--- src/rtl/tdd_timer_pkg.sv ---
package tdd_timer_pkg;

    typedef enum logic [1:0] {
        ST_IDLE  = 2'd0,
        ST_ARMED = 2'd1,
        ST_RUN   = 2'd2,
        ST_DONE  = 2'd3
    } seq_state_t;

    localparam int unsigned NUM_LANES = 6;
    localparam int unsigned NUM_WIN   = 2;

    localparam int unsigned LANE_RX_VCO = 0;
    localparam int unsigned LANE_TX_VCO = 1;
    localparam int unsigned LANE_RX_RF  = 2;
    localparam int unsigned LANE_TX_RF  = 3;
    localparam int unsigned LANE_RX_DP  = 4;
    localparam int unsigned LANE_TX_DP  = 5;

    localparam int unsigned A_CTRL      = 0;
    localparam int unsigned A_BURST     = 1;
    localparam int unsigned A_INIT      = 2;
    localparam int unsigned A_LAST      = 3;
    localparam int unsigned A_STAT      = 4;
    localparam int unsigned A_EDGE_BASE = 8;

    localparam int unsigned CTRL_EN     = 0;
    localparam int unsigned CTRL_WIN2   = 1;
    localparam int unsigned CTRL_RXGATE = 2;
    localparam int unsigned CTRL_TXGATE = 3;
    localparam int unsigned CTRL_SRC    = 4;
    localparam int unsigned CTRL_W      = 5;

endpackage

--- src/rtl/tdd_cfg_regs.sv ---
module tdd_cfg_regs
    import tdd_timer_pkg::*;
#(
    parameter int unsigned CNT_W   = 24,
    parameter int unsigned BURST_W = 8,
    parameter int unsigned ADDR_W  = 6,
    parameter int unsigned DATA_W  = 32
) (
    input  logic                                          clk,
    input  logic                                          rst_n,
    input  logic                                          we,
    input  logic [ADDR_W-1:0]                             addr,
    input  logic [DATA_W-1:0]                             wdata,
    output logic [DATA_W-1:0]                             rdata,
    input  logic [1:0]                                    status,
    output logic                                          run_en,
    output logic                                          win2_en,
    output logic                                          rx_gate,
    output logic                                          tx_gate,
    output logic                                          sync_src,
    output logic [BURST_W-1:0]                            burst_len,
    output logic [CNT_W-1:0]                              cnt_init,
    output logic [CNT_W-1:0]                              cnt_last,
    output logic [NUM_LANES-1:0][NUM_WIN-1:0][CNT_W-1:0]  on_at,
    output logic [NUM_LANES-1:0][NUM_WIN-1:0][CNT_W-1:0]  off_at
);
    localparam int unsigned NUM_EDGE = NUM_LANES * NUM_WIN * 2;

    logic [CTRL_W-1:0]                 ctrl_q;
    logic [BURST_W-1:0]                burst_q;
    logic [CNT_W-1:0]                  init_q;
    logic [CNT_W-1:0]                  last_q;
    logic [NUM_EDGE-1:0][CNT_W-1:0]    edge_q;
    logic                              unused_wdata;

    assign unused_wdata = ^wdata;

    always_ff @(posedge clk or negedge rst_n) begin
        if (!rst_n) begin
            ctrl_q  <= '0;
            burst_q <= '0;
            init_q  <= '0;
            last_q  <= '0;
            edge_q  <= '0;
        end else if (we) begin
            if (addr == ADDR_W'(A_CTRL))  ctrl_q  <= wdata[CTRL_W-1:0];
            if (addr == ADDR_W'(A_BURST)) burst_q <= wdata[BURST_W-1:0];
            if (addr == ADDR_W'(A_INIT))  init_q  <= wdata[CNT_W-1:0];
            if (addr == ADDR_W'(A_LAST))  last_q  <= wdata[CNT_W-1:0];
            for (int unsigned e = 0; e < NUM_EDGE; e++) begin
                if (addr == ADDR_W'(A_EDGE_BASE + e)) edge_q[e] <= wdata[CNT_W-1:0];
            end
        end
    end

    always_comb begin
        rdata = '0;
        if (addr == ADDR_W'(A_CTRL))  rdata = DATA_W'(ctrl_q);
        if (addr == ADDR_W'(A_BURST)) rdata = DATA_W'(burst_q);
        if (addr == ADDR_W'(A_INIT))  rdata = DATA_W'(init_q);
        if (addr == ADDR_W'(A_LAST))  rdata = DATA_W'(last_q);
        if (addr == ADDR_W'(A_STAT))  rdata = DATA_W'(status);
        for (int unsigned e = 0; e < NUM_EDGE; e++) begin
            if (addr == ADDR_W'(A_EDGE_BASE + e)) rdata = DATA_W'(edge_q[e]);
        end
    end

    // edge slot order: (lane * NUM_WIN + window) * 2 + {0:on, 1:off}
    for (genvar s = 0; s < NUM_LANES; s++) begin : g_lane
        for (genvar w = 0; w < NUM_WIN; w++) begin : g_win
            assign on_at[s][w]  = edge_q[(s * NUM_WIN + w) * 2];
            assign off_at[s][w] = edge_q[(s * NUM_WIN + w) * 2 + 1];
        end
    end

    assign run_en    = ctrl_q[CTRL_EN];
    assign win2_en   = ctrl_q[CTRL_WIN2];
    assign rx_gate   = ctrl_q[CTRL_RXGATE];
    assign tx_gate   = ctrl_q[CTRL_TXGATE];
    assign sync_src  = ctrl_q[CTRL_SRC];
    assign burst_len = burst_q;
    assign cnt_init  = init_q;
    assign cnt_last  = last_q;

endmodule

--- src/rtl/tdd_frame_seq.sv ---
module tdd_frame_seq
    import tdd_timer_pkg::*;
#(
    parameter int unsigned CNT_W   = 24,
    parameter int unsigned BURST_W = 8
) (
    input  logic               clk,
    input  logic               rst_n,
    input  logic               run_en,
    input  logic               sync_src,
    input  logic               sync_in,
    input  logic [BURST_W-1:0] burst_len,
    input  logic [CNT_W-1:0]   cnt_init,
    input  logic [CNT_W-1:0]   cnt_last,
    output logic [CNT_W-1:0]   cnt,
    output logic               active,
    output logic               frame_tick,
    output logic               arm,
    output logic               done
);
    seq_state_t         state_q, state_d;
    logic [CNT_W-1:0]   cnt_q;
    logic [BURST_W-1:0] frm_q;
    logic               load, wrap, at_end, last_frame;

    assign at_end     = (cnt_q == cnt_last);
    assign last_frame = (burst_len != '0) && (frm_q == burst_len - BURST_W'(1));

    // state register
    always_ff @(posedge clk or negedge rst_n) begin
        if (!rst_n) state_q <= ST_IDLE;
        else        state_q <= state_d;
    end

    // next state and control outputs
    always_comb begin
        state_d = state_q;
        load    = 1'b0;
        wrap    = 1'b0;
        unique case (state_q)
            ST_IDLE: begin
                if (run_en) begin
                    if (sync_src) begin
                        state_d = ST_RUN;
                        load    = 1'b1;
                    end else begin
                        state_d = ST_ARMED;
                    end
                end
            end
            ST_ARMED: begin
                if (!run_en) begin
                    state_d = ST_IDLE;
                end else if (sync_in) begin
                    state_d = ST_RUN;
                    load    = 1'b1;
                end
            end
            ST_RUN: begin
                if (!run_en) begin
                    state_d = ST_IDLE;
                end else if (at_end) begin
                    if (last_frame) state_d = ST_DONE;
                    else            wrap    = 1'b1;
                end
            end
            ST_DONE: begin
                if (!run_en) state_d = ST_IDLE;
            end
            default: state_d = ST_IDLE;
        endcase
    end

    always_ff @(posedge clk or negedge rst_n) begin
        if (!rst_n) begin
            cnt_q <= '0;
            frm_q <= '0;
        end else if (load) begin
            cnt_q <= cnt_init;
            frm_q <= '0;
        end else if (wrap) begin
            cnt_q <= '0;
            frm_q <= frm_q + BURST_W'(1);
        end else if (state_q == ST_RUN && run_en) begin
            cnt_q <= cnt_q + CNT_W'(1);
        end
    end

    assign cnt        = cnt_q;
    assign active     = (state_q == ST_RUN);
    assign frame_tick = active && at_end;
    assign arm        = (state_q == ST_IDLE) && run_en;
    assign done       = (state_q == ST_DONE);

endmodule

--- src/rtl/tdd_edge_lane.sv ---
module tdd_edge_lane #(
    parameter int unsigned CNT_W   = 24,
    parameter int unsigned NUM_WIN = 2
) (
    input  logic                            clk,
    input  logic                            rst_n,
    input  logic                            cnt_valid,
    input  logic [CNT_W-1:0]                cnt,
    input  logic [NUM_WIN-1:0]              win_en,
    input  logic [NUM_WIN-1:0][CNT_W-1:0]   on_at,
    input  logic [NUM_WIN-1:0][CNT_W-1:0]   off_at,
    output logic                            level
);
    logic [NUM_WIN-1:0] hit_on, hit_off;
    logic               level_q;

    for (genvar w = 0; w < NUM_WIN; w++) begin : g_win
        logic live;
        assign live       = win_en[w] && (on_at[w] != off_at[w]);
        assign hit_on[w]  = live && (cnt == on_at[w]);
        assign hit_off[w] = live && (cnt == off_at[w]);
    end

    // an on-hit outranks an off-hit so abutting windows merge
    always_ff @(posedge clk or negedge rst_n) begin
        if (!rst_n)          level_q <= 1'b0;
        else if (!cnt_valid) level_q <= 1'b0;
        else if (|hit_on)    level_q <= 1'b1;
        else if (|hit_off)   level_q <= 1'b0;
    end

    assign level = level_q;

endmodule

--- src/rtl/tdd_frame_timer.sv ---
module tdd_frame_timer
    import tdd_timer_pkg::*;
#(
    parameter int unsigned CNT_W   = 24,
    parameter int unsigned BURST_W = 8,
    parameter int unsigned ADDR_W  = 6,
    parameter int unsigned DATA_W  = 32
) (
    input  logic              clk,
    input  logic              rst_n,
    input  logic              cfg_we,
    input  logic [ADDR_W-1:0] cfg_addr,
    input  logic [DATA_W-1:0] cfg_wdata,
    output logic [DATA_W-1:0] cfg_rdata,
    input  logic              sync_in,
    output logic              sync_out,
    output logic              frame_tick,
    output logic              active,
    output logic              rx_vco_en,
    output logic              tx_vco_en,
    output logic              rx_rf_en,
    output logic              tx_rf_en,
    output logic              rx_dp_en,
    output logic              tx_dp_en,
    input  logic              tx_req_in,
    output logic              tx_req_out,
    input  logic              rx_valid_in,
    output logic              rx_valid_out
);
    logic                                          run_en, win2_en, rx_gate, tx_gate, sync_src;
    logic [BURST_W-1:0]                            burst_len;
    logic [CNT_W-1:0]                              cnt_init, cnt_last, cnt;
    logic [NUM_LANES-1:0][NUM_WIN-1:0][CNT_W-1:0]  on_at, off_at;
    logic [NUM_WIN-1:0]                            win_en;
    logic [NUM_LANES-1:0]                          lane_q, lane_out;
    logic [1:0]                                    clash_q;
    logic                                          seq_arm, seq_done;

    tdd_cfg_regs #(
        .CNT_W(CNT_W), .BURST_W(BURST_W), .ADDR_W(ADDR_W), .DATA_W(DATA_W)
    ) u_regs (
        .clk(clk), .rst_n(rst_n), .we(cfg_we), .addr(cfg_addr), .wdata(cfg_wdata),
        .rdata(cfg_rdata), .status(clash_q), .run_en(run_en), .win2_en(win2_en),
        .rx_gate(rx_gate), .tx_gate(tx_gate), .sync_src(sync_src),
        .burst_len(burst_len), .cnt_init(cnt_init), .cnt_last(cnt_last),
        .on_at(on_at), .off_at(off_at)
    );

    tdd_frame_seq #(.CNT_W(CNT_W), .BURST_W(BURST_W)) u_seq (
        .clk(clk), .rst_n(rst_n), .run_en(run_en), .sync_src(sync_src),
        .sync_in(sync_in), .burst_len(burst_len), .cnt_init(cnt_init),
        .cnt_last(cnt_last), .cnt(cnt), .active(active), .frame_tick(frame_tick),
        .arm(seq_arm), .done(seq_done)
    );

    assign win_en[0] = 1'b1;
    for (genvar w = 1; w < NUM_WIN; w++) begin : g_win_en
        assign win_en[w] = win2_en;
    end

    for (genvar s = 0; s < NUM_LANES; s++) begin : g_lane
        tdd_edge_lane #(.CNT_W(CNT_W), .NUM_WIN(NUM_WIN)) u_lane (
            .clk(clk), .rst_n(rst_n), .cnt_valid(active), .cnt(cnt),
            .win_en(win_en), .on_at(on_at[s]), .off_at(off_at[s]),
            .level(lane_q[s])
        );
    end

    assign lane_out = active ? lane_q : '0;

    always_ff @(posedge clk or negedge rst_n) begin
        if (!rst_n)       clash_q <= '0;
        else if (seq_arm) clash_q <= '0;
        else              clash_q <= clash_q |
                              {lane_out[LANE_RX_RF]  & lane_out[LANE_TX_RF],
                               lane_out[LANE_RX_VCO] & lane_out[LANE_TX_VCO]};
    end

    assign rx_vco_en    = lane_out[LANE_RX_VCO];
    assign tx_vco_en    = lane_out[LANE_TX_VCO];
    assign rx_rf_en     = lane_out[LANE_RX_RF];
    assign tx_rf_en     = lane_out[LANE_TX_RF];
    assign rx_dp_en     = lane_out[LANE_RX_DP];
    assign tx_dp_en     = lane_out[LANE_TX_DP];
    assign sync_out     = active && sync_src && (cnt == '0);
    assign tx_req_out   = tx_req_in   & (~tx_gate | lane_out[LANE_TX_DP]);
    assign rx_valid_out = rx_valid_in & (~rx_gate | lane_out[LANE_RX_DP]);

endmodule

--- config.mk ---
export PLATFORM = sky130hd
export DESIGN_NAME = tdd_frame_timer
export DESIGN_NICKNAME = d
export VERILOG_FILES = /design/src/rtl/tdd_timer_pkg.sv /design/src/rtl/tdd_cfg_regs.sv /design/src/rtl/tdd_frame_seq.sv /design/src/rtl/tdd_edge_lane.sv /design/src/rtl/tdd_frame_timer.sv
export SDC_FILE = /design/constraint.sdc
export NUM_CORES = 2
export LEC_CHECK = 0
export BUFFER_PORTS_ARGS = -buffer_cell sky130_fd_sc_hd__buf_2
export CELL_PAD_IN_SITES_DETAIL_PLACEMENT = 1
export CELL_PAD_IN_SITES_GLOBAL_PLACEMENT = 2
export CORE_ASPECT_RATIO = 1.25
export CORE_MARGIN = 5
export CORE_UTILIZATION = 43
export DETAILED_ROUTE_END_ITERATION = 12
export PLACE_DENSITY = 0.81
export SYNTH_ARGS = -nofsm -noshare
export SYNTH_HDL_FRONTEND = slang
export SYNTH_SLANG_ARGS = --single-unit
--- constraint.sdc ---
create_clock -name clk -period 3.8 [get_ports clk]
set_clock_uncertainty 0.05 [all_clocks]
set_input_delay 0.38 -clock clk [delete_from_list [all_inputs] [get_ports clk]]
set_output_delay 0.38 -clock clk [all_outputs]
set_load 0.005 [all_outputs]
==> qor.txt <==
antenna violations before repair = 15
slew of the pin with the lowest slew margin = 1.23 ns
Die Y = 361 um
Slew Viols, Final = 0
failing checks = setup timing
hold violation count in the final report = 0
startpoint types = input port
IO Port Bufs = 70
HPWL after DPL = 147 mm
family with the most delay on the worst path = compound AO/OA/AOI/OAI gates
Via density = 6.77
Mapped Area = 42300 um2
CP Class = in -> out
status = complete, but fails checks
cell type of the slowest stage on the worst timing path = or4b_2
post-synthesis register bit count = 679
WHS Endpoint = u_seq.state_q[1]$_DFFE_PN0P_
commonest non-fill, non-tap cell in the layout = mux2_2
DR iter-0 viols = 3936
CTS tree = done
I/O pin count = 87
wire length per cell = 39.1 um
final net count = 4058
share of layout cells above drive strength 1 = 29.0%
CTS max path bufs = 3
Final Wtd Congestion = 1.03
Clock Pin Slew Worst Setup and Hold Paths = 0.06 ns
final setup fails = 3
core footprint = 97500 um2
Hold Path Origin = sync_in
CTS Buf Count = 79
r2r setup slk = 0.20 ns
clk root buf = clkbuf_16
Netlist cell types = 78
HP Class = in -> reg
synth warn = 0
Sinks on Clock Net = 679
# DRC = 0
Die ar. = 105000 um2
final wirelength = 211 mm
Cells on Worst Hold Path = 3
maxcap violations = 0
Cells after Synth = 3937
proportion of synthesized flip-flops having asynchronous set or reset = 100%
unrepaired setup endpoints after global routing = no
Worst setup EP type = output port
vias in the first global route = 37900
fill cell count = 10400
Critical Path, Cell by Cell = buf_2, or4b_2, buf_4, a221oi_1, a211oi_1, buf_4, o21ai_0, a21oi_1, a211o_1, buf_2
largest net degree at the start of global routing = 116
Tcrit/Tclk final = 103%
first-pass GRT wire length = 295 mm
die width = 290 um
slew margin rel. = 18.3%
Lkg Pwr = 21.4 nW
CP arrival = 3.49 ns
layout overhead on the synthesized area = 13.6%
Non-Filler Instances = 5387
placed inst area = 45200 um2
R2R Path Start = u_regs.burst_len[0]$_DFFE_PN0P_
DR vias = 36500
cell row count = 128
most frequent cells in the layout = mux2_2 (675), dfrtp_1 (655), xor2_1 (460)
worst r2r path cells = 9
WP data required = 3.37 ns
final worst slack = -0.122 ns
Global Route Usage Sum = 39.0%
Tot Pwr = 0.0279 W
Main synth FF type = dfrtp_1
CP Buf/Inv Count = 4
sequential share of the synthesized area = 40.2%
Final Critical Period = 3.92 ns
Initial Utilization = 43.3%
pwr dens = 581 nW/um2
placed insts = 5228
Max stage delay on crit path = 0.88 ns
design area = 48000 um2
Min Hold Slack = 0.118 ns
post-route ant nets = 0
postcts setup bufs = 0
Post-synth EDFFs = 0
H-tree depth = 3
1st-pass router iterations = 8
Congestion Overflow GR = 0
Final TNS setup = -0.225 ns
Avg Cell Area, Syn = 10.7 um2
worst reg2reg path endpoint = u_seq.cnt[10]$_DFFE_PN0P_
clk_lat worst skew = 0.67 ns
worst-path fanout max = 10
Achievable Freq = 255 MHz
worst vdd ir = 0.524 mV
[layer usage]
metal,up-vias,global-route usage (%),routed length (um),share of wire (%)
met5,-,0,31,0.015
met4,4,31.1,21600,10
met1,18900,46.8,77000,37
met2,2274,61.2,94200,45
met3,868,8.03,18000,8.5
li1,14400,-,-,-
[worst min-delay path, cell delays in order]
cell    delay, ns
buf_2        0.11
mux2_2       0.18
o21a_1       0.12
[metrics by stage]
| stage | util, % | setup WS (ns) |
|---|---|---|
| finish | 49.2 | -0.122 |
| global route | 49.2 | 0.00337 |
| CTS | 49.2 | 0.000488 |
| detailed placement | 46.3 | -0.169 |
| global placement | 46.3 | -0.181 |
| floorplan | - | 0.820 |
[worst max-delay path by stage]
| stage | startpoint | end | slack [ns] | cells after the start |
|---|---|---|---|---|
| after global routing | cfg_addr[2] | cfg_rdata[20] | 0.003 | 10 |
| after floorplan | cfg_addr[0] | cfg_rdata[11] | 0.82 | 9 |
| after global placement | cfg_addr[2] | cfg_rdata[4] | -0.18 | 11 |
| final | cfg_addr[2] | cfg_rdata[20] | -0.12 | 10 |
| after detailed placement | cfg_addr[2] | cfg_rdata[4] | -0.17 | 11 |
| after CTS | cfg_addr[2] | cfg_rdata[21] | 0.0005 | 13 |
[synth_stat cells (all sizes together) (18+ instances only)]
| master | instances | share of area (%) |
|---|---|---|
| o22ai | 64 | 0.95 |
| a221o | 20 | 0.47 |
| a22oi | 29 | 0.52 |
| clkbuf | 223 | 2.0 |
| o21ai | 123 | 1.5 |
| nor4 | 157 | 2.3 |
| mux2 | 675 | 18 |
| nand2 | 127 | 1.1 |
| a21oi | 120 | 1.4 |
| dfrtp | 679 | 40 |
| nor3 | 30 | 0.36 |
| o211ai | 20 | 0.36 |
| o221ai | 24 | 0.50 |
| a221oi | 25 | 0.52 |
| xor2 | 460 | 9.5 |
| buf | 93 | 0.94 |
| xnor2 | 440 | 9.1 |
| nand4 | 142 | 2.1 |
| and3 | 18 | 0.27 |
| mux2i | 37 | 0.88 |
| a31oi | 23 | 0.34 |
| nor2 | 113 | 1.0 |
| nand3 | 57 | 0.67 |
[power by group]
group / switching, W / total [W] / internal (W)
Sequential: 0.00202 / 0.0103 / 0.00827
Combinational: 0.00572 / 0.00949 / 0.00377
Clock: 0.00339 / 0.00812 / 0.00472
Total: 0.0111 / 0.0279 / 0.0168
[flip-flops by register name, summed over array words and instances (netlist names)]
signal               count
u_seq.frm_q              8
u_regs.on_at           288
u_regs.cnt_last         24
u_regs.ctrl_q            5
u_seq.state_q            2
u_regs.burst_len         8
clash_q                  2
u_seq.cnt               24
g_lane.u_lane.level      6
u_regs.cnt_init         24
u_regs.off_at          288
[cell type report]
| class | instances | area [um2] | share of cell area [%] |
|---|---|---|---|
| inverter | 19 | 75.1 | 0.156 |
| tap | 1300 | 1630 | 3.39 |
| timing repair buffer | 301 | 2390 | 4.97 |
| clock inverter | 30 | 408 | 0.849 |
| sequential | 679 | 17000 | 35.4 |
| multi-input combinational | 2930 | 24200 | 50.3 |
| antenna | 11 | 27.5 | 0.0573 |
| clock buffer | 117 | 2310 | 4.81 |
[what timing repair did]
action	CTS	global route
hold buffers	1	0
gates cloned	0	0
gates resized for setup	9	10
endpoints found under the setup margin	6	8
endpoints found under the hold margin	40	0
[logic make-up after synthesis]
group	Yosys count	share of synthesized area, %
AO/OA/AOI/OAI	579	9.19
AND/OR/NAND/NOR	711	9.03
XOR/XNOR	900	18.6
adder cells (fa/ha/maj)	4	0.118
multiplexers	728	19.7
other	1	0.00887
flip-flops	679	40.2
buffers and inverters	335	3.09
Note: power is estimated with default switching activity, not from simulation.
